File: src/rtl/regalu_pkg.sv
package regalu_pkg;
  localparam int OP_W = 2;

  typedef enum logic [1:0] {
    FN_ADD  = 2'd0,
    FN_NOT  = 2'd1,
    FN_PASS = 2'd2
  } alu_fn_e;

  typedef enum logic [1:0] {
    XS_RA    = 2'd0,
    XS_RB    = 2'd1,
    XS_INTER = 2'd2,
    XS_IMM   = 2'd3
  } xsel_e;

  typedef enum logic [1:0] {
    YS_RB    = 2'd0,
    YS_INTER = 2'd1,
    YS_ZERO  = 2'd2
  } ysel_e;

  typedef enum logic [2:0] {
    ST_IDLE   = 3'd0,
    ST_ADD    = 3'd1,
    ST_LOAD   = 3'd2,
    ST_INV    = 3'd3,
    ST_INC    = 3'd4,
    ST_SUBADD = 3'd5
  } seq_state_e;
endpackage

File: src/rtl/regalu_regfile.sv
module regalu_regfile #(
  parameter int DATA_W = 4,
  parameter int NREG   = 4,
  localparam int IDX_W = $clog2(NREG)
) (
  input  logic              clk,
  input  logic              rst,
  input  logic              we,
  input  logic [IDX_W-1:0]  waddr,
  input  logic [DATA_W-1:0] wdata,
  input  logic [IDX_W-1:0]  raddr_a,
  output logic [DATA_W-1:0] rdata_a,
  input  logic [IDX_W-1:0]  raddr_b,
  output logic [DATA_W-1:0] rdata_b,
  input  logic [IDX_W-1:0]  raddr_d,
  output logic [DATA_W-1:0] rdata_d
);
  logic [DATA_W-1:0] regs [NREG];

  for (genvar g = 0; g < NREG; g++) begin : g_reg
    always_ff @(posedge clk) begin
      if (rst)
        regs[g] <= '0;
      else if (we && (waddr == IDX_W'(g)))
        regs[g] <= wdata;
    end
  end

  assign rdata_a = regs[raddr_a];
  assign rdata_b = regs[raddr_b];
  assign rdata_d = regs[raddr_d];
endmodule

File: src/rtl/regalu_alu.sv
module regalu_alu
  import regalu_pkg::*;
#(
  parameter int DATA_W = 4
) (
  input  alu_fn_e           fn,
  input  logic [DATA_W-1:0] x,
  input  logic [DATA_W-1:0] y,
  input  logic              cin,
  output logic [DATA_W-1:0] res,
  output logic              cout
);
  logic [DATA_W:0] wide;

  always_comb begin
    case (fn)
      FN_ADD:  wide = (DATA_W+1)'(x) + (DATA_W+1)'(y) + (DATA_W+1)'(cin);
      FN_NOT:  wide = {1'b0, ~x};
      FN_PASS: wide = {1'b0, x};
      default: wide = '0;
    endcase
  end

  assign res  = wide[DATA_W-1:0];
  assign cout = wide[DATA_W];
endmodule

File: src/rtl/regalu_ctrl.sv
module regalu_ctrl
  import regalu_pkg::*;
#(
  parameter int DATA_W = 4,
  parameter int NREG   = 4,
  localparam int IDX_W = $clog2(NREG)
) (
  input  logic              clk,
  input  logic              rst,
  input  logic              cmd_valid,
  output logic              cmd_ready,
  input  logic [OP_W-1:0]   cmd_op,
  input  logic [IDX_W-1:0]  cmd_rs_a,
  input  logic [IDX_W-1:0]  cmd_rs_b,
  input  logic [IDX_W-1:0]  cmd_rd,
  input  logic [DATA_W-1:0] cmd_imm,
  output logic              busy,
  output logic              done,
  output logic [IDX_W-1:0]  sel_a,
  output logic [IDX_W-1:0]  sel_b,
  output logic [IDX_W-1:0]  sel_d,
  output logic [DATA_W-1:0] imm_q,
  output alu_fn_e           alu_fn,
  output xsel_e             x_sel,
  output ysel_e             y_sel,
  output logic              alu_cin,
  output logic              inter_we,
  output logic              rf_we
);
  seq_state_e state;

  always_ff @(posedge clk) begin
    if (rst) begin
      state <= ST_IDLE;
      done  <= 1'b0;
      sel_a <= '0;
      sel_b <= '0;
      sel_d <= '0;
      imm_q <= '0;
    end else begin
      done <= rf_we;
      case (state)
        ST_IDLE: begin
          if (cmd_valid) begin
            sel_a <= cmd_rs_a;
            sel_b <= cmd_rs_b;
            sel_d <= cmd_rd;
            imm_q <= cmd_imm;
            if (cmd_op[1])      state <= ST_LOAD;
            else if (cmd_op[0]) state <= ST_INV;
            else                state <= ST_ADD;
          end
        end
        ST_INV:    state <= ST_INC;
        ST_INC:    state <= ST_SUBADD;
        default:   state <= ST_IDLE;
      endcase
    end
  end

  always_comb begin
    alu_fn   = FN_ADD;
    x_sel    = XS_RA;
    y_sel    = YS_RB;
    alu_cin  = 1'b0;
    inter_we = 1'b0;
    rf_we    = 1'b0;
    case (state)
      ST_ADD: rf_we = 1'b1;
      ST_LOAD: begin
        alu_fn = FN_PASS;
        x_sel  = XS_IMM;
        rf_we  = 1'b1;
      end
      ST_INV: begin
        alu_fn   = FN_NOT;
        x_sel    = XS_RB;
        inter_we = 1'b1;
      end
      ST_INC: begin
        x_sel    = XS_INTER;
        y_sel    = YS_ZERO;
        alu_cin  = 1'b1;
        inter_we = 1'b1;
      end
      ST_SUBADD: begin
        y_sel = YS_INTER;
        rf_we = 1'b1;
      end
      default: ;
    endcase
  end

  assign busy      = (state != ST_IDLE);
  assign cmd_ready = (state == ST_IDLE);
endmodule

File: src/rtl/regalu_seq.sv
module regalu_seq
  import regalu_pkg::*;
#(
  parameter int DATA_W = 4,
  parameter int NREG   = 4,
  localparam int IDX_W = $clog2(NREG)
) (
  input  logic              clk,
  input  logic              rst,
  input  logic              cmd_valid,
  output logic              cmd_ready,
  input  logic [OP_W-1:0]   cmd_op,
  input  logic [IDX_W-1:0]  cmd_rs_a,
  input  logic [IDX_W-1:0]  cmd_rs_b,
  input  logic [IDX_W-1:0]  cmd_rd,
  input  logic [DATA_W-1:0] cmd_imm,
  output logic              busy,
  output logic              done,
  output logic              carry_out,
  input  logic [IDX_W-1:0]  dbg_sel,
  output logic [DATA_W-1:0] dbg_data
);
  logic [IDX_W-1:0]  sel_a, sel_b, sel_d;
  logic [DATA_W-1:0] imm_q, rd_a, rd_b, inter_q;
  logic [DATA_W-1:0] alu_x, alu_y, alu_res;
  logic              alu_cin, alu_cout, inter_we, rf_we;
  alu_fn_e           alu_fn;
  xsel_e             x_sel;
  ysel_e             y_sel;

  regalu_ctrl #(.DATA_W(DATA_W), .NREG(NREG)) u_ctrl (
    .clk(clk), .rst(rst),
    .cmd_valid(cmd_valid), .cmd_ready(cmd_ready), .cmd_op(cmd_op),
    .cmd_rs_a(cmd_rs_a), .cmd_rs_b(cmd_rs_b), .cmd_rd(cmd_rd), .cmd_imm(cmd_imm),
    .busy(busy), .done(done),
    .sel_a(sel_a), .sel_b(sel_b), .sel_d(sel_d), .imm_q(imm_q),
    .alu_fn(alu_fn), .x_sel(x_sel), .y_sel(y_sel), .alu_cin(alu_cin),
    .inter_we(inter_we), .rf_we(rf_we)
  );

  regalu_regfile #(.DATA_W(DATA_W), .NREG(NREG)) u_rf (
    .clk(clk), .rst(rst),
    .we(rf_we), .waddr(sel_d), .wdata(alu_res),
    .raddr_a(sel_a), .rdata_a(rd_a),
    .raddr_b(sel_b), .rdata_b(rd_b),
    .raddr_d(dbg_sel), .rdata_d(dbg_data)
  );

  always_comb begin
    case (x_sel)
      XS_RA:    alu_x = rd_a;
      XS_RB:    alu_x = rd_b;
      XS_INTER: alu_x = inter_q;
      default:  alu_x = imm_q;
    endcase
    case (y_sel)
      YS_RB:    alu_y = rd_b;
      YS_INTER: alu_y = inter_q;
      default:  alu_y = '0;
    endcase
  end

  regalu_alu #(.DATA_W(DATA_W)) u_alu (
    .fn(alu_fn), .x(alu_x), .y(alu_y), .cin(alu_cin),
    .res(alu_res), .cout(alu_cout)
  );

  always_ff @(posedge clk) begin
    if (rst) begin
      inter_q   <= '0;
      carry_out <= 1'b0;
    end else begin
      if (inter_we) inter_q   <= alu_res;
      if (rf_we)    carry_out <= alu_cout;
    end
  end
endmodule

File: config.mk
export PLATFORM = sky130hd
export DESIGN_NAME = regalu_seq
export DESIGN_NICKNAME = d
export VERILOG_FILES = /design/src/rtl/regalu_pkg.sv /design/src/rtl/regalu_regfile.sv /design/src/rtl/regalu_alu.sv /design/src/rtl/regalu_ctrl.sv /design/src/rtl/regalu_seq.sv
export SDC_FILE = /design/constraint.sdc
export NUM_CORES = 1
export LEC_CHECK = 0
export CAP_MARGIN = 5
export CORE_MARGIN = 2
export CORE_UTILIZATION = 50
export CTS_BUF_LIST = sky130_fd_sc_hd__clkbuf_16
export CTS_CLUSTER_DIAMETER = 100
export DETAILED_ROUTE_END_ITERATION = 8
export MAX_ROUTING_LAYER = met4
export PLACE_DENSITY = 0.82
export RECOVER_POWER = 100
export SLEW_MARGIN = 10
export SYNTH_ARGS = -nofsm -noshare
export SYNTH_HDL_FRONTEND = slang
export SYNTH_SLANG_ARGS = --single-unit
File: constraint.sdc
create_clock -name clk -period 4.21 [get_ports clk]
set_input_delay 1.0525 -clock clk [delete_from_list [all_inputs] [get_ports clk]]
set_output_delay 1.0525 -clock clk [all_outputs]
set_load 0.01 [all_outputs]
==> results.sh <==
export IMPL_netlist_area_um2=2320
export IMPL_core_rowCount=24
export IMPL_cp_end_kind="primary output"
export IMPL_synth_most_common_cell="nand2_1"
export IMPL_viasPerCell=6.01
export IMPL_met2_usage_pct=36.3
export IMPL_synth_flop_cell="dfxtp_1"
export IMPL_dieArea_um2=5190
export IMPL_finalCriticalPeriod_ps=3950
export IMPL_h_tree_depth=2
export IMPL_worstHoldPathType="flip-flop to flip-flop"
export IMPL_use_met3_pct=3.89
export IMPL_cts_tree="yes"
export IMPL_hold_buffers=0
export IMPL_grt_busiest_layer="met2"
export IMPL_ff2ff_setup_slack_ps=1140
export IMPL_initialDrtViolationCount=146
export IMPL_firstDrtPassIters=4
export IMPL_cts_buffers=5
export IMPL_synth_area_leaders="edfxtp_1 21%, dfxtp_1 20%, mux4_2 7.8%"
export IMPL_path_class="input pin to primary output"
export IMPL_synthArstFlopShare_pct=0
export IMPL_yosysTopAreaCell="edfxtp_1"
export IMPL_syn_nets=265
export IMPL_pre_cts_ws_ps=441
export IMPL_clk_insertion_delay_late_ps=290
export IMPL_synthCells=243
export IMPL_vias=1905
export IMPL_crit_fanout=4
export IMPL_globalplace_congestion=0.902
export IMPL_die_w_um=72.1
export IMPL_setup_slack_ps=264
export IMPL_diodes=0
export IMPL_wl_per_cell_um=16.4
export IMPL_clock_path_buffers=2
export IMPL_worstPathRequired_ps=3160
export IMPL_final_period_utilization_pct=93.7
export IMPL_synth_top_area_share_pct=20.7
export IMPL_syn_area_per_cell_um2=9.53
export IMPL_synth_commonest_cells="37 x nand2_1, 28 x nor2_1, 23 x dfxtp_1"
export IMPL_rsz0062_at_grt="no"
export IMPL_start_kind="input pin"
export IMPL_area_delta_synth_final_pct=16.4
export IMPL_fin_util_pct=61.1
export IMPL_postCtsSetupRepairBufs=0
export IMPL_synth_cell_type_count=47
export IMPL_status="finished clean"
export IMPL_dp_hpwl_um=3980
export IMPL_tightest_slew_ps=839
export IMPL_drive_gt1_share_pct=11.7
export IMPL_first_global_vias=1866
export IMPL_relSlewSlack_pct=43.9
export IMPL_nNetsFinal=286
export IMPL_synth_seq_area_share_pct=40.6
export IMPL_placed_cell_area_um2=2560
export IMPL_fmax_mhz=253
export IMPL_setup_tns_ps=0
export IMPL_wl_um=5200
export IMPL_cts_resized=0
export IMPL_root_buffer="clkbuf_16"
export IMPL_power_total_w=0.00105
export IMPL_hold_viol_final=0
export IMPL_antenna_found_initial=0
export IMPL_io_pins=25
export IMPL_finalClockSkew_ps=5.79
export IMPL_synth_edf_count=16
export IMPL_path_clk_slew_ps=60
export IMPL_setup_viol=0
export IMPL_power_density_nw_per_um2=389
export IMPL_fin_area_um2=2700
export IMPL_grt_pass1_wl_um=8880
export IMPL_met1_usage_pct=29.3
export IMPL_grt_start_max_net_pins=25
export IMPL_remaining_drc_errors=0
export IMPL_ys_seq_elements=39
export IMPL_arrival_ps=2890
export IMPL_coreArea_um2=4410
export IMPL_cap_violations=0
export IMPL_yosys_warnings=0
export IMPL_grt_ovfl_total=0
export IMPL_track_usage_pct=23.0
export IMPL_cts_sink_count=39
export IMPL_ant_nets=0
export IMPL_power_leakage_nw=0.964
export IMPL_start_util_pct=52.5
export IMPL_port_buffers=24
export IMPL_die_y_um=72.1
export IMPL_slew_viol_final=0
export IMPL_peakVddDrop_mv=0.271
[layout by cell type, fill, tap and decap left out, drive strengths merged, types with 2 or more instances in the layout]
cell type      Yosys  routed
nand2             37      37
nor2              28      28
a21oi             23      23
dfxtp             23      23
clkdlybuf4s50      0      17
edfxtp            16      16
nand3             12      12
mux2i             10      10
mux4               8       8
nand2b             7       7
dlygate4sd3        0       7
inv                5       7
o22a               6       6
o21ai              6       6
nor3               5       5
clkbuf             4       5
nor2b              4       4
o221a              3       3
a22oi              3       3
a21o               3       3
ha                 3       3
or3                3       3
mux2               3       3
o22ai              2       2
o21a               2       2
and2b              2       2
a311oi             2       2
fa                 2       2
buf                8       2
[critical path, cell delays in order]
cell and delay [ps]:
dlygate4sd3_1 700, mux4_2 530, dlygate4sd3_1 610
[per-layer routing]
metal  vias to the layer above  routed length (µm)
li1                        929                   -
met1                       902                2150
met2                        65                2600
met3                         9                 340
met4                         0                 104
met5                         -                   0
[final timing paths]
check	end	depth (start not counted)	start
max	dbg_data[3]	3	dbg_sel[0]
min	u_ctrl.sel_a[1]$_SDFFE_PP0P_	2	u_ctrl.sel_a[1]$_SDFFE_PP0P_
max reg2reg	u_rf.regs[1][2]$_SDFFCE_PN0P_	9	flip-flop
min reg2reg	u_ctrl.sel_a[1]$_SDFFE_PP0P_	2	u_ctrl.sel_a[1]$_SDFFE_PP0P_
[logic make-up after synthesis]
| kind of cell | Yosys count | synth area share, % |
|---|---|---|
| adder cells (fa/ha/maj) | 5 | 3.35 |
| XOR/XNOR | 1 | 0.378 |
| buffers and inverters | 17 | 3.94 |
| flip-flops | 39 | 40.6 |
| AO/OA/AOI/OAI | 56 | 16.5 |
| AND/OR/NAND/NOR | 104 | 21.4 |
| multiplexers | 21 | 13.7 |
[through the flow]
stage | hold slack [ps] | std cells
floorplan | 436 | 243
detailed placement | 453 | 309
finish | 457 | 317
global placement | 450 | 309
CTS | 461 | 317
global route | 495 | 317
[where the power goes]
| group | internal [W] | switching, W |
|---|---|---|
| logic | 0.000108 | 0.000119 |
| registers | 0.000415 | 0.0000239 |
| clock network | 0.000222 | 0.000160 |
[layout make-up]
class	instances	area [µm²]
fill	370	1720
multi-input combinational	187	1270
sequential	39	941
timing repair buffer	26	255
clock buffer	5	125
tap	52	65.1
clock inverter	3	22.5
inverter	5	18.8
No activity file was read; power rests on OpenSTA's default activity.
